<file path="src/rtl/prot_seq_pkg.sv">
package prot_seq_pkg;
  typedef enum logic [2:0] {
    PS_HOLD   = 3'd0,
    PS_SOFT   = 3'd1,
    PS_RUN    = 3'd2,
    PS_HICCUP = 3'd3,
    PS_LATCH  = 3'd4
  } ps_state_t;
endpackage

</file>
<file path="src/rtl/prot_seq_supply.sv">
module prot_seq_supply (
  input  logic clk,
  input  logic rst_n,
  input  logic above_start,
  input  logic below_stop,
  output logic sup_ok_nxt,
  output logic sup_ok_q
);
  // hysteresis: stop crossing dominates, otherwise hold
  always_comb begin
    if (below_stop)       sup_ok_nxt = 1'b0;
    else if (above_start) sup_ok_nxt = 1'b1;
    else                  sup_ok_nxt = sup_ok_q;
  end

  always_ff @(posedge clk or negedge rst_n) begin
    if (!rst_n) sup_ok_q <= 1'b0;
    else        sup_ok_q <= sup_ok_nxt;
  end

  p_stop_wins_r1: assert property (@(posedge clk) disable iff (!rst_n)
    below_stop |=> !sup_ok_q);
  p_start_sets_r1: assert property (@(posedge clk) disable iff (!rst_n)
    (above_start && !below_stop) |=> sup_ok_q);
endmodule

</file>
<file path="src/rtl/prot_seq_ramp.sv">
module prot_seq_ramp #(
  parameter int SS_W = 8
) (
  input  logic            clk,
  input  logic            rst_n,
  input  logic            clr,
  input  logic            adv,
  input  logic [SS_W-1:0] step,
  output logic [SS_W-1:0] level,
  output logic            full
);
  localparam logic [SS_W-1:0] LVL_MAX = {SS_W{1'b1}};

  logic [SS_W-1:0] step_eff;
  logic [SS_W:0]   sum;
  logic [SS_W-1:0] level_d;
  logic            level_en;

  always_comb begin
    step_eff = (step == '0) ? {{(SS_W-1){1'b0}}, 1'b1} : step;
    sum      = {1'b0, level} + {1'b0, step_eff};
    level_en = clr | adv;
    if (clr)         level_d = '0;
    else if (sum[SS_W]) level_d = LVL_MAX;
    else             level_d = sum[SS_W-1:0];
  end

  always_ff @(posedge clk or negedge rst_n) begin
    if (!rst_n)        level <= '0;
    else if (level_en) level <= level_d;
  end

  assign full = (level == LVL_MAX);

  p_ramp_rises_r2: assert property (@(posedge clk) disable iff (!rst_n)
    (adv && !clr && !full) |=> (level > $past(level)));
  p_ramp_clear_r7: assert property (@(posedge clk) disable iff (!rst_n)
    clr |=> (level == '0));
endmodule

</file>
<file path="src/rtl/prot_seq_timer.sv">
module prot_seq_timer #(
  parameter int HIC_CYCLES = 1000
) (
  input  logic clk,
  input  logic rst_n,
  input  logic load,
  input  logic active,
  output logic done
);
  localparam int CW = $clog2(HIC_CYCLES + 1);
  localparam logic [CW-1:0] LAST = CW'(HIC_CYCLES - 1);

  logic [CW-1:0] cnt_q;
  logic [CW-1:0] cnt_d;
  logic          cnt_en;

  always_comb begin
    cnt_en = load | (active & ~done);
    cnt_d  = load ? '0 : cnt_q + 1'b1;
  end

  always_ff @(posedge clk or negedge rst_n) begin
    if (!rst_n)      cnt_q <= '0;
    else if (cnt_en) cnt_q <= cnt_d;
  end

  assign done = (cnt_q == LAST);

  p_cnt_bound_r6: assert property (@(posedge clk) disable iff (!rst_n)
    cnt_q <= LAST);
endmodule

</file>
<file path="src/rtl/prot_seq.sv">
module prot_seq
  import prot_seq_pkg::*;
#(
  parameter int SS_W       = 8,
  parameter int HIC_CYCLES = 1000
) (
  input  logic            clk,
  input  logic            rst_n,
  input  logic            above_start,
  input  logic            below_stop,
  input  logic            enable,
  input  logic            latch_sd,
  input  logic            overcurrent,
  input  logic            short_ckt,
  input  logic [SS_W-1:0] ss_step,
  output logic [SS_W-1:0] ss_level,
  output logic            run,
  output logic            pulse_end,
  output logic [2:0]      state_code
);
  ps_state_t st_q, st_d;
  logic sup_ok_nxt, sup_ok_q;
  logic ramp_clr, ramp_adv, ramp_full;
  logic hic_load, hic_done;

  prot_seq_supply u_sup (
    .clk(clk), .rst_n(rst_n), .above_start(above_start),
    .below_stop(below_stop), .sup_ok_nxt(sup_ok_nxt), .sup_ok_q(sup_ok_q)
  );

  prot_seq_ramp #(.SS_W(SS_W)) u_ramp (
    .clk(clk), .rst_n(rst_n), .clr(ramp_clr), .adv(ramp_adv),
    .step(ss_step), .level(ss_level), .full(ramp_full)
  );

  prot_seq_timer #(.HIC_CYCLES(HIC_CYCLES)) u_hic (
    .clk(clk), .rst_n(rst_n), .load(hic_load),
    .active(st_q == PS_HICCUP), .done(hic_done)
  );

  // next state: supply loss > latch > short > enable low
  always_comb begin
    st_d     = st_q;
    ramp_clr = 1'b0;
    ramp_adv = 1'b0;
    hic_load = 1'b0;
    if (!sup_ok_nxt) begin
      st_d     = PS_HOLD;
      ramp_clr = 1'b1;
    end else if (st_q == PS_LATCH) begin
      st_d = PS_LATCH;
    end else if (latch_sd) begin
      st_d     = PS_LATCH;
      ramp_clr = 1'b1;
    end else begin
      case (st_q)
        PS_HOLD: begin
          if (enable) begin
            st_d     = PS_SOFT;
            ramp_clr = 1'b1;
          end
        end
        PS_SOFT, PS_RUN: begin
          if (short_ckt) begin
            st_d     = PS_HICCUP;
            ramp_clr = 1'b1;
            hic_load = 1'b1;
          end else if (!enable) begin
            st_d     = PS_HOLD;
            ramp_clr = 1'b1;
          end else if (st_q == PS_SOFT) begin
            if (ramp_full) st_d = PS_RUN;
            else           ramp_adv = 1'b1;
          end
        end
        PS_HICCUP: begin
          if (!enable) begin
            st_d     = PS_HOLD;
            ramp_clr = 1'b1;
          end else if (hic_done) begin
            st_d     = PS_SOFT;
            ramp_clr = 1'b1;
          end
        end
        default: begin
          st_d     = PS_HOLD;
          ramp_clr = 1'b1;
        end
      endcase
    end
  end

  always_ff @(posedge clk or negedge rst_n) begin
    if (!rst_n) st_q <= PS_HOLD;
    else        st_q <= st_d;
  end

  assign run        = (st_q == PS_SOFT) || (st_q == PS_RUN);
  assign pulse_end  = run & overcurrent;
  assign state_code = st_q;

  p_latch_hold_r3: assert property (@(posedge clk) disable iff (!rst_n)
    (st_q == PS_LATCH && !below_stop) |=> (st_q == PS_LATCH));
  p_run_from_soft_r2: assert property (@(posedge clk) disable iff (!rst_n)
    (st_q == PS_RUN && $past(st_q) != PS_RUN) |-> ($past(st_q) == PS_SOFT && $past(ramp_full)));
  p_hold_empty_r7: assert property (@(posedge clk) disable iff (!rst_n)
    (st_q == PS_HOLD) |-> (ss_level == '0));
  p_hic_cause_r6: assert property (@(posedge clk) disable iff (!rst_n)
    (st_q == PS_HICCUP && $past(st_q) != PS_HICCUP) |-> $past(short_ckt));
  p_ocp_keeps_run_r5: assert property (@(posedge clk) disable iff (!rst_n)
    (st_q == PS_RUN && overcurrent && enable && !short_ckt && !latch_sd && !below_stop)
      |=> (st_q == PS_RUN));
endmodule

</file>
<file path="config.mk">
export PLATFORM = sky130hd
export DESIGN_NAME = prot_seq
export DESIGN_NICKNAME = d
export VERILOG_FILES = /design/src/rtl/prot_seq_pkg.sv /design/src/rtl/prot_seq_supply.sv /design/src/rtl/prot_seq_ramp.sv /design/src/rtl/prot_seq_timer.sv /design/src/rtl/prot_seq.sv
export SDC_FILE = /design/constraint.sdc
export NUM_CORES = 1
export LEC_CHECK = 0
export BUFFER_PORTS_ARGS = -buffer_cell sky130_fd_sc_hd__buf_2
export CORE_AREA = 10 10 81 83
export CTS_BUF_LIST = sky130_fd_sc_hd__clkbuf_8
export DETAILED_ROUTE_END_ITERATION = 7
export DIE_AREA = 0 0 91 93
export GPL_ROUTABILITY_DRIVEN = 0
export PLACE_DENSITY_LB_ADDON = 0.2
export REMOVE_ABC_BUFFERS = 1
export SETUP_SLACK_MARGIN = 0.3
export SLEW_MARGIN = 10
export SYNTH_ARGS = -nofsm -noshare
export SYNTH_HDL_FRONTEND = slang
export SYNTH_HIERARCHICAL = 1
export SYNTH_SLANG_ARGS = --single-unit
</file>
<file path="constraint.sdc">
create_clock -name clk -period 1.9 [get_ports clk]
set_input_delay 0 -clock clk [delete_from_list [all_inputs] [get_ports clk]]
set_output_delay 0 -clock clk [all_outputs]
set_load 0.01 [all_outputs]
</file>
==> run metrics <==
combinational fraction of design power=28.1%; Clock Skew=0.002993 ns; Core ar.=5010 um2; Main synth FF type=dfrtp_1; routed vias/inst=4.909; DRC errors left=0; # IOs=29; Setup crit start=u_ramp/level[0]$_DFFE_PN0P_; Slew Limit Headroom=65.57%; Reg clk slew, reported paths=0.08 ns; post-synth top area cell=dfrtp_1; status=completed; Crit Path Max Fanout=7; worst-case clock buffer depth=2; routed wire length=4490 um; largest net degree at the start of global routing=23; DRT Pass-1 Iters=4; setup TNS=0 ns; # fillers=495; Die Ht=93 um; fin crit period=1.898 ns; Synth top cells by count=dfrtp_1 (22), nor2_1 (12), a21oi_1 (11), ha_1 (9); endpoint type of the worst setup path=register; PwrDens=486.0 nW/um2; DR iter-0 viols=81; Die ar.=8463 um2; placed insts=306; initial core utilization=33.69%; nets@finish=276; Tot Pwr=0.001162 W; Critical Path Start Type=register; P_sw=0.0003619 W; drt wl/cell=14.12 um; layout cells sized above 1=48.39%; Routed Antenna Nets=0; Pins Over Slew Limit=0; MaxCap Viol Count=0; Fmax=527.0 MHz; clock latency on the worst-skew pair=0.26 ns; Synth Cell Area=1688 um2; Post-Syn Instances=179; Post-synth ARST share=100.0%; Hold Path Class=in -> reg; register area share after synthesis=32.62%; final setup fails=0; Arr. time, crit path=2.07 ns; Storage cell area=551.8 um2; Crit Path Class=reg -> reg; EDFF count, synth=0; share of power burned in registers=46.4%; FF-to-FF Start=u_ramp/level[0]$_DFFE_PN0P_; initial antenna violation count=0; Root Buffer=clkbuf_8; #FFs+latches synth=22; post-synth top area share=32.62%; htree depth=1; RSZ-0062 raised after global routing=yes; total number of vias=1,561; final non-filler cell total=318; leak pwr=1.060 nW; Antenna diodes=0; Worst Path Required=2.08 ns; Worst Hold Launch=below_stop; P&R area growth vs syn=41.66%; area of the multi-input gates=1151 um2; CTS tree=done; yosys synthesis warning count=6; Internal=0.0008001 W; Avg Inst Size Synth=9.429 um2; post-synthesis cell type count=56; maximum VDD drop=0.0002537 V; # rows=26; TritonCTS Buffers=3; CTS Sinks=22; switching part of the total=31.14%; Die X=91 um; global-route wire length before repair=7721 um; Worst-Margin Slew=0.5165 ns; Clock power frac=25.6%; gr usage total=10.71%; count leader, synth=dfrtp_1; vias in the first global route=1,620; Hold Vio Cnt, Final=0; GRT overflow=0; buffers added on ports=28; DP Wirelength=3372 um; period utilization=99.87%; synth top area cells=dfrtp_1 (33%), ha_1 (6.7%), a211oi_2 (3.7%)
-- logic make-up (layout without fill, tap and decap cells) --
logic type	count (synthesis)	in the layout	synth area share [%]
muxes	3	3	1.779
adders and majority gates	10	10	7.858
AOI/OAI and AO/OA	51	51	23.05
buffers and inverters	19	88	5.707
xor gates and xnor gates	7	7	3.632
and+or+nand+nor	67	67	25.35
DFF	22	22	32.62
-- layout by cell type, fill, tap and decap left out, types with 5 or more instances in the layout --
| cell | count |
|---|---|
| a211oi_2 | 9 |
| a21oi_1 | 11 |
| buf_2 | 28 |
| buf_4 | 45 |
| dfrtp_1 | 21 |
| ha_1 | 5 |
| inv_1 | 7 |
| nand4_1 | 6 |
| nor2_1 | 11 |
| o21ai_0 | 6 |
| xor2_1 | 6 |
-- worst max-delay path, cell delays in order (launching register included) --
cell	delay, ns
dfrtp_1	0.38
ha_2	0.19
inv_2	0.04
fa_2	0.33
nand2b_4	0.16
a21oi_4	0.12
a211oi_2	0.06
o21a_2	0.30
a221oi_2	0.22
-- worst paths after layout --
check	slack, ns	cells past startpoint	to
max	0.002	8	u_ramp/level[1]$_DFFE_PN0P_
min	0.02	2	u_sup/sup_ok_q$_DFF_PN0_
max reg2reg	0.002	8	u_ramp/level[1]$_DFFE_PN0P_
min reg2reg	0.54	1	u_sup/sup_ok_q$_DFF_PN0_
max in group asynchronous	1.29	2	state_code[1]$_DFFE_PN0P_
min in group asynchronous	0.24	2	u_hic/cnt_q[9]$_DFFE_PN0P_
-- routing by layer --
| layer | GRT usage [%] | vias up | share of wire, % |
|---|---|---|---|
| li1 | - | 814 | - |
| met1 | 13.51 | 724 | 48 |
| met2 | 18.68 | 19 | 49 |
| met3 | 1.519 | 4 | 1.7 |
| met4 | 2.872 | 0 | 0.85 |
| met5 | 0 | - | 0 |
-- sequential cells by signal, summed over array words and instances, names as in the netlist --
signal          flops
u_ramp/level        8
u_hic/cnt_q        10
u_sup/sup_ok_q      1
state_code          3
-- what timing repair did --
action / in CTS / in global routing
endpoints found under the hold margin: 23 / 0
gates cloned: 0 / 0
pin swaps: 10 / 8
endpoints found under the setup margin: 12 / 13
setup buffers: 7 / 0
hold buffers: 2 / 0
resized for setup: 17 / 13
-- power groups by stage --
stage | Clock [W] | Sequential (W) | Combinational (W)
after global placement | 0 | 0.000548 | 0.000307
after global routing | 0.000330 | 0.000544 | 0.000359
after detailed placement | 0 | 0.000548 | 0.000307
after CTS | 0.000310 | 0.000539 | 0.000322
after floorplan | 0 | 0.000565 | 0.000138
final | 0.000297 | 0.000539 | 0.000326
-- final cells by class --
cell class	instances	area share (%)
Clock buffer	3	1.727
Inverter	8	1.256
Multi-Input combinational cell	138	48.14
Sequential cell	22	23.08
Tap cell	70	3.663
Timing Repair Buffer	77	22.14
-- through the flow --
| step | hold slack, ns | instance area (um2) | util, % | setup slack, ns |
|---|---|---|---|---|
| 4_1_cts | 0.006841 | 2346 | 46.83 | -0.02016 |
| 2_1_floorplan | -0.2956 | 1622 | - | -0.3021 |
| 3_3_place_gp | 0.008919 | 2150 | 42.91 | -0.1964 |
| 3_5_place_dp | 0.01474 | 2150 | 42.91 | -0.3596 |
| 6_report | 0.01852 | 2391 | 47.73 | 0.002408 |
| 5_1_grt | 0.01598 | 2391 | 47.73 | -0.09220 |
Power figures use the tool's default switching activity.
